<file path="src/rtl/spi_port_pkg.sv">
package spi_port_pkg;

    typedef enum logic [1:0] {
        ST_IDLE  = 2'd0,
        ST_MLOW  = 2'd1,
        ST_MHIGH = 2'd2,
        ST_SLAVE = 2'd3
    } spi_state_e;

    // Control register image: [3:2] rate, [1] master, [0] enable
    typedef struct packed {
        logic [1:0] rate;
        logic       master;
        logic       enable;
    } spi_ctrl_t;

    localparam logic [1:0] REG_CTRL = 2'd0;
    localparam logic [1:0] REG_STAT = 2'd1;
    localparam logic [1:0] REG_DATA = 2'd2;

endpackage

</file>
<file path="src/rtl/spi_sync.sv">
module spi_sync #(
    parameter int                WIDTH   = 3,
    parameter int                STAGES  = 2,
    parameter logic [WIDTH-1:0]  RST_VAL = '0
) (
    input  logic             clk,
    input  logic             rst_n,
    input  logic [WIDTH-1:0] d,
    output logic [WIDTH-1:0] q
);
    logic [WIDTH-1:0] stg [STAGES];

    for (genvar g = 0; g < STAGES; g++) begin : g_stage
        if (g == 0) begin : g_first
            always_ff @(posedge clk or negedge rst_n) begin
                if (!rst_n) stg[g] <= RST_VAL;
                else        stg[g] <= d;
            end
        end else begin : g_next
            always_ff @(posedge clk or negedge rst_n) begin
                if (!rst_n) stg[g] <= RST_VAL;
                else        stg[g] <= stg[g-1];
            end
        end
    end

    assign q = stg[STAGES-1];
endmodule

</file>
<file path="src/rtl/spi_clkdiv.sv">
module spi_clkdiv #(
    parameter int CNT_W = 5
) (
    input  logic       clk,
    input  logic       rst_n,
    input  logic       run,
    input  logic [1:0] rate,
    output logic       tick
);
    logic [CNT_W-1:0] cnt_q;
    logic [CNT_W-1:0] half_m1;

    // half phase = ratio/2 : 2, 4, 16, 32 system clocks
    always_comb begin
        unique case (rate)
            2'd0: half_m1 = CNT_W'(1);
            2'd1: half_m1 = CNT_W'(3);
            2'd2: half_m1 = CNT_W'(15);
            default: half_m1 = CNT_W'(31);
        endcase
    end

    assign tick = run && (cnt_q == half_m1);

    always_ff @(posedge clk or negedge rst_n) begin
        if (!rst_n)             cnt_q <= '0;
        else if (!run || tick)  cnt_q <= '0;
        else                    cnt_q <= cnt_q + 1'b1;
    end
endmodule

</file>
<file path="src/rtl/spi_port.sv">
module spi_port
    import spi_port_pkg::*;
#(
    parameter int DATA_W      = 8,
    parameter int SYNC_STAGES = 2,
    parameter int DIV_CNT_W   = 5
) (
    input  logic              clk,
    input  logic              rst_n,
    input  logic [1:0]        addr,
    input  logic              wr_en,
    input  logic              rd_en,
    input  logic [DATA_W-1:0] wdata,
    output logic [DATA_W-1:0] rdata,
    output logic              irq,
    output logic              sck_o,
    output logic              sck_oe,
    input  logic              sck_i,
    output logic              mosi_o,
    output logic              mosi_oe,
    input  logic              mosi_i,
    output logic              miso_o,
    output logic              miso_oe,
    input  logic              miso_i,
    input  logic              ss_n_i
);
    localparam int                BIT_W    = $clog2(DATA_W);
    localparam logic [BIT_W-1:0]  LAST_BIT = BIT_W'(DATA_W - 1);

    spi_state_e        state_q, state_d;
    spi_ctrl_t         ctrl_q;
    logic [DATA_W-1:0] shreg_q, rxbuf_q;
    logic [BIT_W-1:0]  bit_q;
    logic              in_bit_q, flag_q, arm_q, sck_d_q;
    logic              sck_s, mosi_s, ss_s, sck_rise, sck_fall;
    logic              tick, samp_ev, shift_ev, done_ev, load_ev, abort_ev;
    logic              wr_ctrl, wr_data, rd_stat, rd_data, busy;

    spi_sync #(.WIDTH(3), .STAGES(SYNC_STAGES), .RST_VAL(3'b001)) sync_i (
        .clk   (clk),
        .rst_n (rst_n),
        .d     ({sck_i, mosi_i, ss_n_i}),
        .q     ({sck_s, mosi_s, ss_s})
    );

    spi_clkdiv #(.CNT_W(DIV_CNT_W)) div_i (
        .clk   (clk),
        .rst_n (rst_n),
        .run   ((state_q == ST_MLOW) || (state_q == ST_MHIGH)),
        .rate  (ctrl_q.rate),
        .tick  (tick)
    );

    assign wr_ctrl  = wr_en && (addr == REG_CTRL);
    assign wr_data  = wr_en && (addr == REG_DATA);
    assign rd_stat  = rd_en && (addr == REG_STAT);
    assign rd_data  = rd_en && (addr == REG_DATA);
    assign sck_rise = sck_s && !sck_d_q;
    assign sck_fall = !sck_s && sck_d_q;
    assign busy     = (state_q != ST_IDLE);

    // Next-state logic
    always_comb begin
        state_d = state_q;
        unique case (state_q)
            ST_IDLE: begin
                if (ctrl_q.enable && ctrl_q.master && wr_data)
                    state_d = ST_MLOW;
                else if (ctrl_q.enable && !ctrl_q.master && !ss_s)
                    state_d = ST_SLAVE;
            end
            ST_MLOW:  if (tick) state_d = ST_MHIGH;
            ST_MHIGH: if (tick) state_d = (bit_q == LAST_BIT) ? ST_IDLE : ST_MLOW;
            ST_SLAVE: if (ss_s || ctrl_q.master) state_d = ST_IDLE;
            default:  state_d = ST_IDLE;
        endcase
        if (!ctrl_q.enable) state_d = ST_IDLE;
    end

    // State register
    always_ff @(posedge clk or negedge rst_n) begin
        if (!rst_n) state_q <= ST_IDLE;
        else        state_q <= state_d;
    end

    // Shift events
    assign samp_ev  = ((state_q == ST_MLOW)  && tick) || ((state_q == ST_SLAVE) && sck_rise);
    assign shift_ev = ((state_q == ST_MHIGH) && tick) || ((state_q == ST_SLAVE) && sck_fall);
    assign done_ev  = shift_ev && (bit_q == LAST_BIT);
    assign load_ev  = wr_data && (state_q == ST_IDLE);
    assign abort_ev = busy && (state_d == ST_IDLE) && !done_ev;

    // Datapath and CPU-side registers
    always_ff @(posedge clk or negedge rst_n) begin
        if (!rst_n) begin
            ctrl_q   <= '0;
            shreg_q  <= '0;
            rxbuf_q  <= '0;
            bit_q    <= '0;
            in_bit_q <= 1'b0;
            flag_q   <= 1'b0;
            arm_q    <= 1'b0;
            sck_d_q  <= 1'b0;
        end else begin
            sck_d_q <= sck_s;
            if (wr_ctrl) ctrl_q <= spi_ctrl_t'(wdata[3:0]);
            if (load_ev) begin
                shreg_q <= wdata;
                bit_q   <= '0;
            end
            if (samp_ev) in_bit_q <= (state_q == ST_SLAVE) ? mosi_s : miso_i;
            if (shift_ev) begin
                shreg_q <= {shreg_q[DATA_W-2:0], in_bit_q};
                bit_q   <= bit_q + 1'b1;
            end
            if (abort_ev) bit_q <= '0;
            if (done_ev) begin
                rxbuf_q <= {shreg_q[DATA_W-2:0], in_bit_q};
                flag_q  <= 1'b1;
                arm_q   <= 1'b0;
            end else begin
                if (rd_stat && flag_q) arm_q <= 1'b1;
                if (rd_data && arm_q) begin
                    flag_q <= 1'b0;
                    arm_q  <= 1'b0;
                end
            end
        end
    end

    // Outputs
    always_comb begin
        sck_o   = (state_q == ST_MHIGH);
        sck_oe  = ctrl_q.enable && ctrl_q.master;
        mosi_oe = ctrl_q.enable && ctrl_q.master;
        mosi_o  = shreg_q[DATA_W-1];
        miso_o  = shreg_q[DATA_W-1];
        miso_oe = ctrl_q.enable && !ctrl_q.master && !ss_s;
        irq     = flag_q;
        unique case (addr)
            REG_CTRL: rdata = DATA_W'(ctrl_q);
            REG_STAT: rdata = {flag_q, busy, {(DATA_W-2){1'b0}}};
            REG_DATA: rdata = rxbuf_q;
            default:  rdata = '0;
        endcase
    end
endmodule

</file>
<file path="config.mk">
export PLATFORM = sky130hd
export DESIGN_NAME = spi_port
export DESIGN_NICKNAME = d
export VERILOG_FILES = /design/src/rtl/spi_port_pkg.sv /design/src/rtl/spi_sync.sv /design/src/rtl/spi_clkdiv.sv /design/src/rtl/spi_port.sv
export SDC_FILE = /design/constraint.sdc
export NUM_CORES = 1
export LEC_CHECK = 0
export ABC_CLOCK_PERIOD_IN_PS = 1800
export BUFFER_PORTS_ARGS = -buffer_cell sky130_fd_sc_hd__clkbuf_2
export CAP_MARGIN = 10
export CORE_MARGIN = 3
export CORE_UTILIZATION = 51
export DETAILED_ROUTE_END_ITERATION = 8
export HOLD_SLACK_MARGIN = 0.12
export PLACE_DENSITY = 0.83
export SYNTH_ARGS = -nofsm -noshare
export SYNTH_HDL_FRONTEND = slang
export SYNTH_SLANG_ARGS = --single-unit
</file>
<file path="constraint.sdc">
create_clock -name clk -period 1.8 [get_ports clk]
set_input_delay 0.45 -clock clk [delete_from_list [all_inputs] [get_ports clk]]
set_output_delay 0.45 -clock clk [all_outputs]
set_load 0.01 [all_outputs]
</file>
==> impl_metrics.csv, run 1 <==
group,metric,value,unit
outcome,outcome,"finished, violations left",
outcome,violations,"negative setup slack",
drt,drc,0,
layout,diodes,0,
cts,clock_path_buffers,2,
worst_setup_path,arrival,2160,ps
floorplan,ios,33,
drt,wirelength,4971,µm
synth,synth_nets,215,
synth,ys_ff_latch,40,
layout,fillers,247,
place,post-dp-hpwl,3299,µm
place,portBuffers,32,
synth,syn_area,2137,µm²
synth,avgSynthCellArea,11.25,µm²
floorplan,fp.dieArea,5003,µm²
drt,vias,1683,
floorplan,core,3854,µm²
global_routing,antenna_found_initial,0,
cts,clk_pin_slew_worst_paths,70,ps
worst_setup_path,crit_required,1970,ps
worst_setup_path,crit_type,"reg -> reg",
drt,drt_iter0_drc,87,
layout,fin_nets,281,
synth,synth_edf_count,0,
timing,tightest_slew,496.6,ps
floorplan,start_util,55.45,%
cts,cts_made_buffers,5,
timing,timing.final.ws_setup,-188.0,ps
global_routing,grt_pass1_wl,8045,µm
layout,areaGrowthSynthToFinish,34.43,%
pwr,power.leakage,1.432,nW
cts,cts_hold_buf,0,
synth,yosysWarnings,0,
layout,layout_common_cells,"36 x dfrtp_1, 30 x clkbuf_2, 30 x buf_4",
drt,ant_nets,0,
cts,clock_latency,300,ps
synth,yosys.cell_types.count,48,
floorplan,fp.dieH,70.73,µm
timing,hold_viol,0,
pwr,powerDensity,982.6,nW/µm²
timing,finalMaxSlewViolations,0,
place,pre_cts_slack,-150.0,ps
timing,finalSetupTns,-2121,ps
global_routing,grt_remaining_overflow,0,
timing,max-slew-margin-rel,66.89,%
worst_setup_path,end_kind,"flop",
timing,finalSetupViolCount,21,
drt,firstDrtPassIters,5,
min_path,hold_class,"in -> async",
timing,fmax,0.5030,GHz
pwr,ir_worst_vdd,0.7388,mV
global_routing,first_global_vias,1657,
layout,layout_commonest_cell,"dfrtp_1",
synth,ys_seq_area_share,46.96,%
floorplan,dieWidth,70.73,µm
synth,synthFlopType,"dfrtp_1",
synth,async_flop_share,100.0,%
flow_run,drv_cap,0,
timing,rsz0062_at_grt,"yes",
cts,root_buffer,"clkbuf_8",
worst_setup_path,worstRegToRegCells,8,
timing,min_period,1988,ps
timing,fin_skew,6.058,ps
cts,cts_tree,"done",
place,gp_congestion,0.9112,
timing,post-route-period-util,110.4,%
synth,syn_inst,190,
layout,layout-drive-gt1-share,51.75,%
cts,h-tree-depth,2,
global_routing,grt_max_degree,41,
worst_setup_path,cp-start-kind,"flop",
drt,wl_per_cell,16.30,µm
worst_setup_path,crit_fanout,3,
cts,cts_sinks,40,
layout,design_area,2873,µm²
drt,vias_per_cell,5.518,
global_routing,grt_usage,20.71,%
place,placed_area,2492,µm²
floorplan,rows,22,
-- report_power, final --
part / internal [W] / switching (W) / total, W / leakage (nW)
registers: 0.00105 / 0.000166 / 0.00122 / 0.503
logic: 0.000459 / 0.000427 / 0.000885 / 0.874
clock network: 0.000411 / 0.000308 / 0.000719 / 0.0552
total: 0.00192 / 0.000900 / 0.00282 / 1.43
-- routing by layer --
metal  vias up  global-route usage [%]  share of wire (%)
met1       824                   27.26                 44
met4         0                   8.142                2.0
met2        50                   32.96                 50
li1        798                       -                  -
met5         -                       0                  0
met3        11                   5.114                4.4
-- timing repair --
item,in CTS,in global routing
pin swaps,4,5
cloned,0,1
resized for setup,19,30
hold endpoints to repair,0,0
buffers inserted,0,6
endpoints found under the setup margin,22,26
-- through the flow --
stage | instances | power (W) | hold WS, ps | utilization (%)
after global placement | 290 | 0.001865 | 331.7 | 64.68
after CTS | 298 | 0.002699 | 224.1 | 69.71
after global routing | 305 | 0.002975 | 217.3 | 74.55
final | 305 | 0.002823 | 197.2 | 74.55
after floorplan | 190 | 0.001625 | 154.4 | -
after detailed placement | 290 | 0.001899 | 342.8 | 64.68
-- cells by family (layout without fill, tap and decap cells) --
kind of cell               count (synthesis)  in the layout  share of synthesized area, %
adders and majority gates                  7              7                         4.098
muxes                                     24             24                         13.29
buffers and inverters                     16             83                         5.854
xor gates and xnor gates                   3              3                         1.230
AOI/OAI and AO/OA                         32             32                         10.66
and+or+nand+nor                           68             68                         17.92
DFF                                       40             40                         46.96
-- sequential cells by signal (all words and copies together), names as in the netlist --
| name | flops |
|---|---|
| ctrl_q | 4 |
| bit_q | 3 |
| sync_i.stg | 3 |
| arm_q | 1 |
| rxbuf_q | 8 |
| state_q | 2 |
| sck_d_q | 1 |
| in_bit_q | 1 |
| irq | 1 |
| div_i.cnt_q | 5 |
| sync_i.q | 3 |
| shreg_q | 8 |
-- cells in the mapped netlist, types with 4 or more instances --
| cell | count | area, µm² |
|---|---|---|
| mux2_4 | 8 | 120.1 |
| nand3_1 | 8 | 40.04 |
| dfrtp_1 | 38 | 950.9 |
| o21ai_0 | 6 | 30.03 |
| nor2_1 | 20 | 75.07 |
| a21oi_1 | 10 | 50.05 |
| inv_1 | 6 | 22.52 |
| buf_6 | 6 | 67.56 |
| mux2i_1 | 13 | 130.1 |
| nand2_1 | 11 | 41.29 |
| and2_1 | 4 | 25.02 |
| ha_1 | 7 | 87.58 |
-- final timing paths --
check | from | endpoint | slack [ps]
worst min register to register | sync_i.stg[4] | sync_i.q[1] | 350
max in group asynchronous | rst_n | sync_i.q[0] | 1230
worst max register to register | state_q[0] | bit_q[0] | -190
worst min-delay path | rst_n | div_i.cnt_q[4] | 200
min in group clk | ss_n_i | sync_i.stg[3] | 230
worst max-delay path | state_q[0] | bit_q[0] | -190
-- worst max-delay path, cell delays in order (launching register included) --
cell	delay (ps)
dfrtp_1	410
inv_2	90
ha_4	130
or2b_1	230
a311oi_2	270
nor3_2	70
and3_4	200
nor4b_4	320
a22oi_1	140
-- area by class of cell --
type	count	area, µm²	share of cell area, %
multi-input cells	134	1180	41.07
flip-flops and latches	40	1006	35.02
repair buffers	69	496.7	17.29
clock buffers	6	72.57	2.526
well taps	48	60.06	2.091
clock inverters	2	35.03	1.220
inverters	6	22.52	0.7840
Note: power is estimated with default switching activity, not from simulation.
==> run 2: changes to the inputs <==
Settings changed: CORE_UTILIZATION 51 to 45, PLACE_DENSITY 0.83 to 0.75.
==> impl_metrics.csv, run 2 (synthesis results as in run 1) <==
group,metric,value,unit
layout,fillers,332,
drt,wirelength,5083,µm
timing,fin_skew,8.947,ps
pwr,powerDensity,991.7,nW/µm²
global_routing,first_global_vias,1627,
place,portBuffers,32,
drt,vias,1666,
timing,tightest_slew,506.7,ps
drt,drt_iter0_drc,64,
cts,clk_pin_slew_worst_paths,80,ps
outcome,outcome,"finished, violations left",
place,gp_congestion,0.8011,
cts,cts_made_buffers,5,
place,pre_cts_slack,-213.1,ps
cts,clock_latency,300,ps
layout,reg_top3,"rxbuf_q (8), shreg_q (8), div_i.cnt_q (5)",
layout,layout-drive-gt1-share,50.75,%
timing,finalMaxSlewViolations,0,
pwr,power.leakage,1.476,nW
worst_setup_path,crit_fanout,3,
floorplan,core,4474,µm²
floorplan,fp.dieH,74.91,µm
timing,rsz0062_at_grt,"yes",
timing,fmax,0.4838,GHz
outcome,violations,"negative setup slack",
layout,design_area,2949,µm²
cts,root_buffer,"clkbuf_8",
worst_setup_path,cp-start-kind,"flop",
cts,cts_sinks,40,
timing,min_period,2067,ps
drt,ant_nets,0,
worst_setup_path,crit_required,1960,ps
floorplan,rows,24,
drt,vias_per_cell,5.239,
floorplan,ios,33,
worst_setup_path,crit_type,"reg -> reg",
timing,max-slew-margin-rel,66.22,%
timing,timing.final.ws_setup,-267.0,ps
layout,diodes,0,
floorplan,start_util,47.76,%
drt,wl_met1,2295,µm
drt,routed.top_layer,"met4",
layout,areaGrowthSynthToFinish,38.00,%
drt,drc,0,
global_routing,grt_usage,18.27,%
cts,clock_path_buffers,2,
layout,layout_common_cells,"37 x dfrtp_1, 35 x buf_4, 29 x clkbuf_2",
drt,wl_per_cell,15.98,µm
layout,fin_nets,290,
cts,cts_tree,"done",
pwr,p_total,0.002925,W
drt,wl_met2,2579,µm
drt,firstDrtPassIters,4,
flow_run,drv_cap,0,
drt,met3WireLength,144,µm
place,post-dp-hpwl,3351,µm
timing,post-route-period-util,114.8,%
global_routing,antenna_found_initial,0,
global_routing,grt_pass1_wl,7631,µm
floorplan,fp.dieArea,5612,µm²
cts,h-tree-depth,2,
timing,hold_viol,0,
timing,whs,200.1,ps
place,placed_area,2530,µm²
worst_setup_path,arrival,2230,ps
global_routing,grt_max_degree,41,
floorplan,dieWidth,74.91,µm
timing,finalSetupViolCount,12,
global_routing,grt_remaining_overflow,0,
worst_setup_path,end_kind,"flop",
min_path,hold_class,"in -> async",
cts,cts_hold_buf,0,
layout,layout_commonest_cell,"dfrtp_1",
pwr,ir_worst_vdd,0.7771,mV
-- run 2: cell types whose count changed in the layout (fill, tap and decap cells not counted), moves of 2 or more --
cell      before  now
nor2_2         3    0
clkbuf_8       5    7
nor3_1         0    2
a21oi_4        2    0
a21oi_2        7    1
nor2_1        17   19
a21oi_1        1    9
buf_6          5   12
buf_4         30   35
and2_1         3    1
-- run 2: through the flow --
stage | cells | utilization, % | TNS (ps)
floorplan | 190 | - | -96.31
global route | 318 | 65.91 | -2345
CTS | 315 | 62.61 | -1006
finish | 318 | 65.91 | -1289
detailed placement | 300 | 56.54 | -1425
global placement | 300 | 56.54 | -997.7
-- run 2: per-layer routing --
metal,track usage [%],up-vias
li1,-,814
met1,23.68,817
met2,30.37,27
met3,4.406,8
met4,5.336,0
met5,0,-
-- run 2: worst max-delay path, cell delays in order (launching register included) --
cell and delay (ps):
dfrtp_1 410, inv_2 90, ha_4 130, or2b_1 240, a311oi_2 250, nor3_1 110
and3_4 210, nor4b_4 350, a22oi_1 150
-- run 2: worst paths after layout --
path                               startpoint       endpoint  slack (ps)  depth (start not counted)
worst min-delay path                    rst_n          arm_q         200                          2
worst max-delay path               state_q[0]       bit_q[2]        -270                          8
max in group asynchronous               rst_n    sync_i.q[0]        1220                          2
min in group clk                       ss_n_i  sync_i.stg[3]         240                          1
worst max register to register     state_q[0]       bit_q[2]        -270                          8
worst min register to register  sync_i.stg[4]    sync_i.q[1]         350                          0
-- run 2: final cells by class --
class                           instances  area (µm²)  area share [%]
Clock buffer                            7       96.34           3.267
Clock inverter                          1       30.03           1.018
Inverter                                6       22.52          0.7637
Multi-Input combinational cell        134        1162           39.41
Sequential cell                        40        1005           34.07
Tap cell                               52       65.06           2.206
Timing Repair Buffer                   78       568.0           19.26
-- run 2: report_power, final --
| part | total (W) | switching (W) | internal (W) | leakage, nW |
|---|---|---|---|---|
| clock | 0.000802 | 0.000313 | 0.000489 | 0.0645 |
| sequential | 0.00120 | 0.000152 | 0.00105 | 0.504 |
| combinational | 0.000918 | 0.000432 | 0.000486 | 0.907 |
| total | 0.00292 | 0.000897 | 0.00203 | 1.48 |
-- run 2: timing repair --
item                                    4_1_cts  5_1_grt
pin swaps                                     6        8
buffers inserted                              7        5
gates resized for setup                      20       29
endpoints found under the setup margin       21       23
